==> src/rtl/lpm_pkg.sv <==
package lpm_pkg;

   localparam int MODE_W = 3;

   typedef enum logic [MODE_W-1:0] {
      LPM_RUN  = 3'd0,
      LPM_IDLE = 3'd1,
      LPM_STBY = 3'd2,
      LPM_HALT = 3'd3,
      LPM_WAKE = 3'd4
   } lpm_state_e;

   typedef struct packed {
      logic cpu;
      logic periph;
      logic osc;
      logic tmr1;
      logic wdog;
   } lpm_gate_t;

   function automatic lpm_gate_t lpm_gates(input lpm_state_e st);
      lpm_gate_t g;
      case (st)
         LPM_RUN:  g = '{cpu: 1'b1, periph: 1'b1, osc: 1'b1, tmr1: 1'b1, wdog: 1'b1};
         LPM_IDLE: g = '{cpu: 1'b0, periph: 1'b1, osc: 1'b1, tmr1: 1'b1, wdog: 1'b1};
         LPM_STBY: g = '{cpu: 1'b0, periph: 1'b0, osc: 1'b1, tmr1: 1'b1, wdog: 1'b0};
         LPM_HALT: g = '{cpu: 1'b0, periph: 1'b0, osc: 1'b0, tmr1: 1'b0, wdog: 1'b0};
         LPM_WAKE: g = '{cpu: 1'b0, periph: 1'b1, osc: 1'b1, tmr1: 1'b1, wdog: 1'b0};
         default:  g = '{cpu: 1'b1, periph: 1'b1, osc: 1'b1, tmr1: 1'b1, wdog: 1'b1};
      endcase
      return g;
   endfunction

   function automatic logic lpm_is_low(input lpm_state_e st);
      return (st == LPM_IDLE) || (st == LPM_STBY) || (st == LPM_HALT);
   endfunction

endpackage

==> src/rtl/lpm_cfg_reg.sv <==
module lpm_cfg_reg #(
   parameter int REG_W    = 8,
   parameter int PD_POS   = 0,
   parameter int HS_POS   = 1,
   parameter int LOCK_POS = 7
) (
   input  logic             clk,
   input  logic             rst_n,
   input  logic             we,
   input  logic [REG_W-1:0] wdata,
   input  logic             lp_off,
   output logic             pd,
   output logic             hs,
   output logic             locked
);

   if (PD_POS >= REG_W || HS_POS >= REG_W || LOCK_POS >= REG_W) begin : g_bad_pos
      $error("lpm_cfg_reg: field position outside register width");
   end
   if (PD_POS == HS_POS || PD_POS == LOCK_POS || HS_POS == LOCK_POS) begin : g_overlap
      $error("lpm_cfg_reg: field positions overlap");
   end

   logic pd_q, hs_q, lock_q;
   logic mode_wr;
   logic unused_wdata;

   assign mode_wr      = we && !lock_q && !lp_off;
   assign unused_wdata = ^wdata;

   always_ff @(posedge clk) begin
      if (!rst_n) begin
         pd_q   <= 1'b0;
         hs_q   <= 1'b0;
         lock_q <= 1'b0;
      end else begin
         if (mode_wr) begin
            pd_q <= wdata[PD_POS];
            hs_q <= wdata[HS_POS];
         end
         if (we && wdata[LOCK_POS]) begin
            lock_q <= 1'b1;
         end
      end
   end

   assign pd     = pd_q;
   assign hs     = hs_q;
   assign locked = lock_q;

endmodule

==> src/rtl/lpm_wake_qual.sv <==
module lpm_wake_qual #(
   parameter int N_EXT    = 3,
   parameter int NMI_LANE = 0
) (
   input  logic [N_EXT-1:0] ext_irq,
   input  logic [N_EXT-1:0] ext_en,
   input  logic             t1_irq,
   input  logic             t1_en,
   input  logic             hwd,
   output logic             wake_soft,
   output logic             wake_deep
);

   if (N_EXT < 1) begin : g_bad_n
      $error("lpm_wake_qual: at least one external lane required");
   end
   if (NMI_LANE >= N_EXT) begin : g_bad_lane
      $error("lpm_wake_qual: non-maskable lane outside lane count");
   end

   logic [N_EXT-1:0] lane_ok;

   for (genvar i = 0; i < N_EXT; i++) begin : g_lane
      if (i == NMI_LANE) begin : g_nmi
         assign lane_ok[i] = ext_irq[i] && (ext_en[i] || hwd);
      end else begin : g_plain
         assign lane_ok[i] = ext_irq[i] && ext_en[i];
      end
   end

   assign wake_deep = |lane_ok;
   assign wake_soft = wake_deep || (t1_irq && t1_en);

endmodule

==> src/rtl/lpm_fsm.sv <==
module lpm_fsm
   import lpm_pkg::*;
(
   input  logic       clk,
   input  logic       rst_n,
   input  logic       idle_exec,
   input  logic       pd,
   input  logic       hs,
   input  logic       lp_off,
   input  logic       wake_soft,
   input  logic       wake_deep,
   output lpm_state_e state
);

   lpm_state_e state_q, state_d;

   always_comb begin
      state_d = state_q;
      case (state_q)
         LPM_RUN: begin
            if (idle_exec) begin
               if (lp_off || !pd) state_d = LPM_IDLE;
               else if (hs)       state_d = LPM_HALT;
               else               state_d = LPM_STBY;
            end
         end
         LPM_IDLE, LPM_STBY: begin
            if (wake_soft) state_d = LPM_WAKE;
         end
         LPM_HALT: begin
            if (wake_deep) state_d = LPM_WAKE;
         end
         LPM_WAKE: state_d = LPM_RUN;
         default:  state_d = LPM_RUN;
      endcase
   end

   always_ff @(posedge clk) begin
      if (!rst_n) state_q <= LPM_RUN;
      else        state_q <= state_d;
   end

   assign state = state_q;

endmodule

==> src/rtl/lpm_seq.sv <==
module lpm_seq
   import lpm_pkg::*;
#(
   parameter int REG_W    = 8,
   parameter int N_EXT    = 3,
   parameter int NMI_LANE = 0,
   parameter int PD_POS   = 0,
   parameter int HS_POS   = 1,
   parameter int LOCK_POS = 7
) (
   input  logic              clk,
   input  logic              rst_n,
   input  logic              idle_exec,
   input  logic              cfg_we,
   input  logic [REG_W-1:0]  cfg_wdata,
   input  logic              lp_off_strap,
   input  logic              hwd_strap,
   input  logic [N_EXT-1:0]  ext_irq,
   input  logic [N_EXT-1:0]  ext_irq_en,
   input  logic              t1_irq,
   input  logic              t1_irq_en,
   output logic              cpu_clk_en,
   output logic              periph_clk_en,
   output logic              osc_en,
   output logic              t1_clk_en,
   output logic              wdog_clk_en,
   output logic [MODE_W-1:0] lp_mode,
   output logic              nmi_force
);

   logic       pd, hs, locked;
   logic       wake_soft, wake_deep;
   lpm_state_e state;
   lpm_gate_t  gates;
   logic       unused_lock;

   lpm_cfg_reg #(
      .REG_W    (REG_W),
      .PD_POS   (PD_POS),
      .HS_POS   (HS_POS),
      .LOCK_POS (LOCK_POS)
   ) i_cfg (
      .clk    (clk),
      .rst_n  (rst_n),
      .we     (cfg_we),
      .wdata  (cfg_wdata),
      .lp_off (lp_off_strap),
      .pd     (pd),
      .hs     (hs),
      .locked (locked)
   );

   lpm_wake_qual #(
      .N_EXT    (N_EXT),
      .NMI_LANE (NMI_LANE)
   ) i_wake (
      .ext_irq   (ext_irq),
      .ext_en    (ext_irq_en),
      .t1_irq    (t1_irq),
      .t1_en     (t1_irq_en),
      .hwd       (hwd_strap),
      .wake_soft (wake_soft),
      .wake_deep (wake_deep)
   );

   lpm_fsm i_fsm (
      .clk       (clk),
      .rst_n     (rst_n),
      .idle_exec (idle_exec),
      .pd        (pd),
      .hs        (hs),
      .lp_off    (lp_off_strap),
      .wake_soft (wake_soft),
      .wake_deep (wake_deep),
      .state     (state)
   );

   assign unused_lock   = locked;
   assign gates         = lpm_gates(state);
   assign cpu_clk_en    = gates.cpu;
   assign periph_clk_en = gates.periph;
   assign osc_en        = gates.osc;
   assign t1_clk_en     = gates.tmr1;
   assign wdog_clk_en   = gates.wdog;
   assign lp_mode       = state;
   assign nmi_force     = hwd_strap && (state != LPM_RUN);

endmodule

==> config.mk <==
export PLATFORM = sky130hd
export DESIGN_NAME = lpm_seq
export DESIGN_NICKNAME = d
export VERILOG_FILES = /design/src/rtl/lpm_pkg.sv /design/src/rtl/lpm_cfg_reg.sv /design/src/rtl/lpm_wake_qual.sv /design/src/rtl/lpm_fsm.sv /design/src/rtl/lpm_seq.sv
export SDC_FILE = /design/constraint.sdc
export NUM_CORES = 1
export LEC_CHECK = 0
export CAP_MARGIN = 30
export CORE_AREA = 2 2 39 41
export DETAILED_ROUTE_END_ITERATION = 16
export DIE_AREA = 0 0 41 43
export DONT_BUFFER_PORTS = 1
export PLACE_DENSITY = 0.53
export SKIP_LAST_GASP = 1
export SYNTH_ARGS = -nofsm -noshare
export SYNTH_HDL_FRONTEND = slang
export SYNTH_HIERARCHICAL = 1
export SYNTH_SLANG_ARGS = --single-unit
==> constraint.sdc <==
create_clock -name clk -period 2.3 [get_ports clk]
set_input_delay 0.23 -clock clk [delete_from_list [all_inputs] [get_ports clk]]
set_output_delay 0.23 -clock clk [all_outputs]
set_load 0.01 [all_outputs]
==> impl_metrics.sql <==
INSERT INTO impl_metrics (metric_group, metric, value, unit) VALUES
('run_status', 'status', 'complete, no violations', ''),
('logic_synthesis', 'synth-warning-count', '6', ''),
('timing', 'drv_slew', '0', ''),
('finish', 'mostFrequentLayoutCell', 'sky130_fd_sc_hd__nand2_1', ''),
('logic_synthesis', 'synth.top_cells.by_area', 'sky130_fd_sc_hd__dfxtp_1 (31%), sky130_fd_sc_hd__mux2i_1 (7.8%), sky130_fd_sc_hd__nand2_1 (7.8%)', ''),
('timing', 'max_slew.worst_pin.slew', '424', 'ps'),
('cts', 'cts.reportedPaths.clkPinSlew', '40', 'ps'),
('pwr', 'power.leakage', '0.148', 'nW'),
('setup_path', 'critical_path_buf_inv_count', '0', ''),
('cts', 'cts_tree', 'yes', ''),
('logic_synthesis', 'synth-seq-cells', '6', ''),
('finish', 'layout_common_cells', 'sky130_fd_sc_hd__nand2_1 (8), sky130_fd_sc_hd__dfxtp_1 (6), sky130_fd_sc_hd__a21oi_1 (3), sky130_fd_sc_hd__clkbuf_4 (3), sky130_fd_sc_hd__mux2i_1 (3)', ''),
('logic_synthesis', 'synth.lib_cells_used.distinct', '22', ''),
('cts', 'cts.root.buffer_cell', 'sky130_fd_sc_hd__clkbuf_4', ''),
('floorplan', 'die_h', '43', 'µm'),
('floorplan', 'fp.dieArea', '0.00176', 'mm²'),
('logic_synthesis', 'post_synth.cell_area_avg', '8.99', 'µm²'),
('timing', 'crit_path_time_final', '1460', 'ps'),
('logic_synthesis', 'syn-cell-area', '387', 'µm²'),
('logic_synthesis', 'ys_async_sr_fraction', '0', '%'),
('timing', 'tns', '0', 'ps'),
('logic_synthesis', 'synth_compound_area_share', '15.9', '%'),
('setup_path', 'timing.critical_path.required', '2070', 'ps'),
('logic_synthesis', 'synth_top_cell_area_share', '31.1', '%'),
('detailed_routing', 'drtPass1Iterations', '3', ''),
('logic_synthesis', 'number_of_flops_mapped_to_enable_cells_by_yosys', '0', ''),
('job', 'max-cap-violations', '0', ''),
('setup_path', 'critical_path.endpoint_type', 'primary output', ''),
('detailed_routing', 'detail_route.iter0.violations', '3', ''),
('logic_synthesis', 'synth_nets', '65', ''),
('timing', 'max-slew-margin-rel', '71.7', '%'),
('finish', 'layout-area-overhead-vs-synth', '9.06', '%'),
('floorplan', 'rows', '14', ''),
('timing', 'final_hold_viol_count', '0', ''),
('finish', 'final_nets', '69', ''),
('setup_path', 'cp_slowest_cell', 'sky130_fd_sc_hd__dfxtp_1', ''),
('grt', 'first_pass_grt_wire_length', '1060', 'µm'),
('pwr', 'power.density', '594', 'mW/mm²'),
('logic_synthesis', 'mux_share_of_post_synthesis_cell_area', '7.77', '%'),
('logic_synthesis', 'xor_xnor_share_of_the_synthesized_area', '4.53', '%'),
('timing', 'rsz0062_at_grt', 'false', ''),
('timing', 'achievable-frequency', '686', 'MHz'),
('setup_path', 'critPathArrivalTime', '1230', 'ps'),
('place', 'finalWeightedCongestion', '0.646', ''),
('logic_synthesis', 'dominantRegCellSynth', 'sky130_fd_sc_hd__dfxtp_1', ''),
('cts', 'number_of_hold_buffers_added_after_cts', '0', ''),
('logic_synthesis', 'main_combinational_cell_family_by_area_after_synthesis', 'simple AND/OR/NAND/NOR gates', ''),
('logic_synthesis', 'syn-instance-count', '43', ''),
('detailed_routing', 'route.vias.total', '317', ''),
('setup_path', 'critical_path.startpoint_type', 'register', ''),
('cts', 'resized_cells_post_cts', '0', ''),
('setup_path', 'worstPathCellList', 'nor2b_2 -> nand2_1', ''),
('cts', 'post-cts-setup-buffers', '0', ''),
('setup_path', 'cpLargestDelayFamily', 'flip-flops', ''),
('pwr', 'worst_ir_drop_vdd', '399', 'µV'),
('setup_path', 'delay_contributed_by_the_slowest_stage_of_the_critical_path', '560', 'ps'),
('logic_synthesis', 'synth_simple_gate_area_share', '37.9', '%'),
('detailed_routing', 'vias_per_cell', '5.20', ''),
('worst_hold_path', 'min_delay_worst_type', 'primary input to register', ''),
('detailed_routing', 'routed_wire_length_per_instance', '11.5', 'µm'),
('cts', 'clock_buffer_count_from_cts', '3', ''),
('setup_path', 'path_max_fanout', '9', ''),
('floorplan', 'initial_utilization', '27.9', '%'),
('finish', 'layout.filler_cells', '150', ''),
('finish', 'post_route_cells_drive_above_1_share', '22.2', '%'),
('logic_synthesis', 'synth_adder_area_share', '0', '%'),
('setup_path', 'critical_path_class', 'register to primary output', ''),
('cts', 'clock_tree.buffer_depth', '2', ''),
('grt', 'first_global_vias', '270', ''),
('timing', 'min_period_over_period', '63.3', '%'),
('place', 'dp_hpwl', '519', 'µm');
worst register-to-register path, delay by kind of cell (launching register included):
family	cells	cell delay, ps
DFF	1	430
and+or+nand+nor	1	390
AOI/OAI and AO/OA	2	250
flip-flops by register name (all words and copies together), names as in the netlist:
signal and cells:
i_fsm/state 3, i_cfg/pd 1, i_cfg/locked 1, i_cfg/hs 1
area by class of cell:
cell class              count  area [µm²]  share of cell area (%)
multi-input cells          35         255                    60.5
inverters                   1        3.75                   0.890
well taps                  16        20.0                    4.75
clock buffers               3        22.5                    5.34
flip-flops and latches      6         120                    28.5
per-stage QoR:
stage / instances / total power, mW / instance area (µm²) / setup WS [ps] / util, %
floorplan: 43 / 0.152 / 387 / 1030 / -
global placement: 58 / 0.157 / 399 / 1100 / 28.8
detailed placement: 58 / 0.158 / 399 / 1090 / 28.8
CTS: 61 / 0.255 / 422 / 818 / 30.5
global route: 61 / 0.268 / 422 / 725 / 30.5
finish: 61 / 0.250 / 422 / 843 / 30.5
per-layer routing:
metal / vias up / track usage (%) / part of all wire (%)
li1: 158 / - / -
met1: 132 / 11.1 / 46
met2: 27 / 11.6 / 39
met3: 0 / 7.33 / 15
met4: 0 / 4.00 / 0
met5: - / 0 / 0
synthesized netlist by cell type (2+ instances only):
cell type	count
sky130_fd_sc_hd__a21boi_1	2
sky130_fd_sc_hd__a21oi_1	3
sky130_fd_sc_hd__dfxtp_1	6
sky130_fd_sc_hd__mux2i_1	3
sky130_fd_sc_hd__nand2_1	8
sky130_fd_sc_hd__nand2b_1	2
sky130_fd_sc_hd__nand3b_1	2
sky130_fd_sc_hd__o21ai_1	2
sky130_fd_sc_hd__xor2_1	2
logic make-up after synthesis:
| logic type | Yosys count |
|---|---|
| flip-flops | 6 |
| AO/OA/AOI/OAI | 9 |
| XOR/XNOR | 2 |
| multiplexers | 3 |
| AND/OR/NAND/NOR | 21 |
| buffers and inverters | 2 |
worst paths after layout:
check | endpoint | slack [ps] | cells past startpoint | startpoint
worst max register to register | i_fsm/state[0] | 1160 | 3 | i_fsm/state[2]
worst min-delay path | i_cfg/locked | 130 | 1 | rst_n
worst min register to register | i_cfg/hs | 460 | 2 | i_cfg/hs
worst max-delay path | osc_en | 840 | 2 | i_fsm/state[1]
where the power goes:
| group | internal (mW) | switching [mW] | total [mW] |
|---|---|---|---|
| registers | 0.110 | 0.0109 | 0.121 |
| clock network | 0.0589 | 0.0358 | 0.0947 |
| logic | 0.0185 | 0.0162 | 0.0347 |
(Power assumes the default switching activity.)
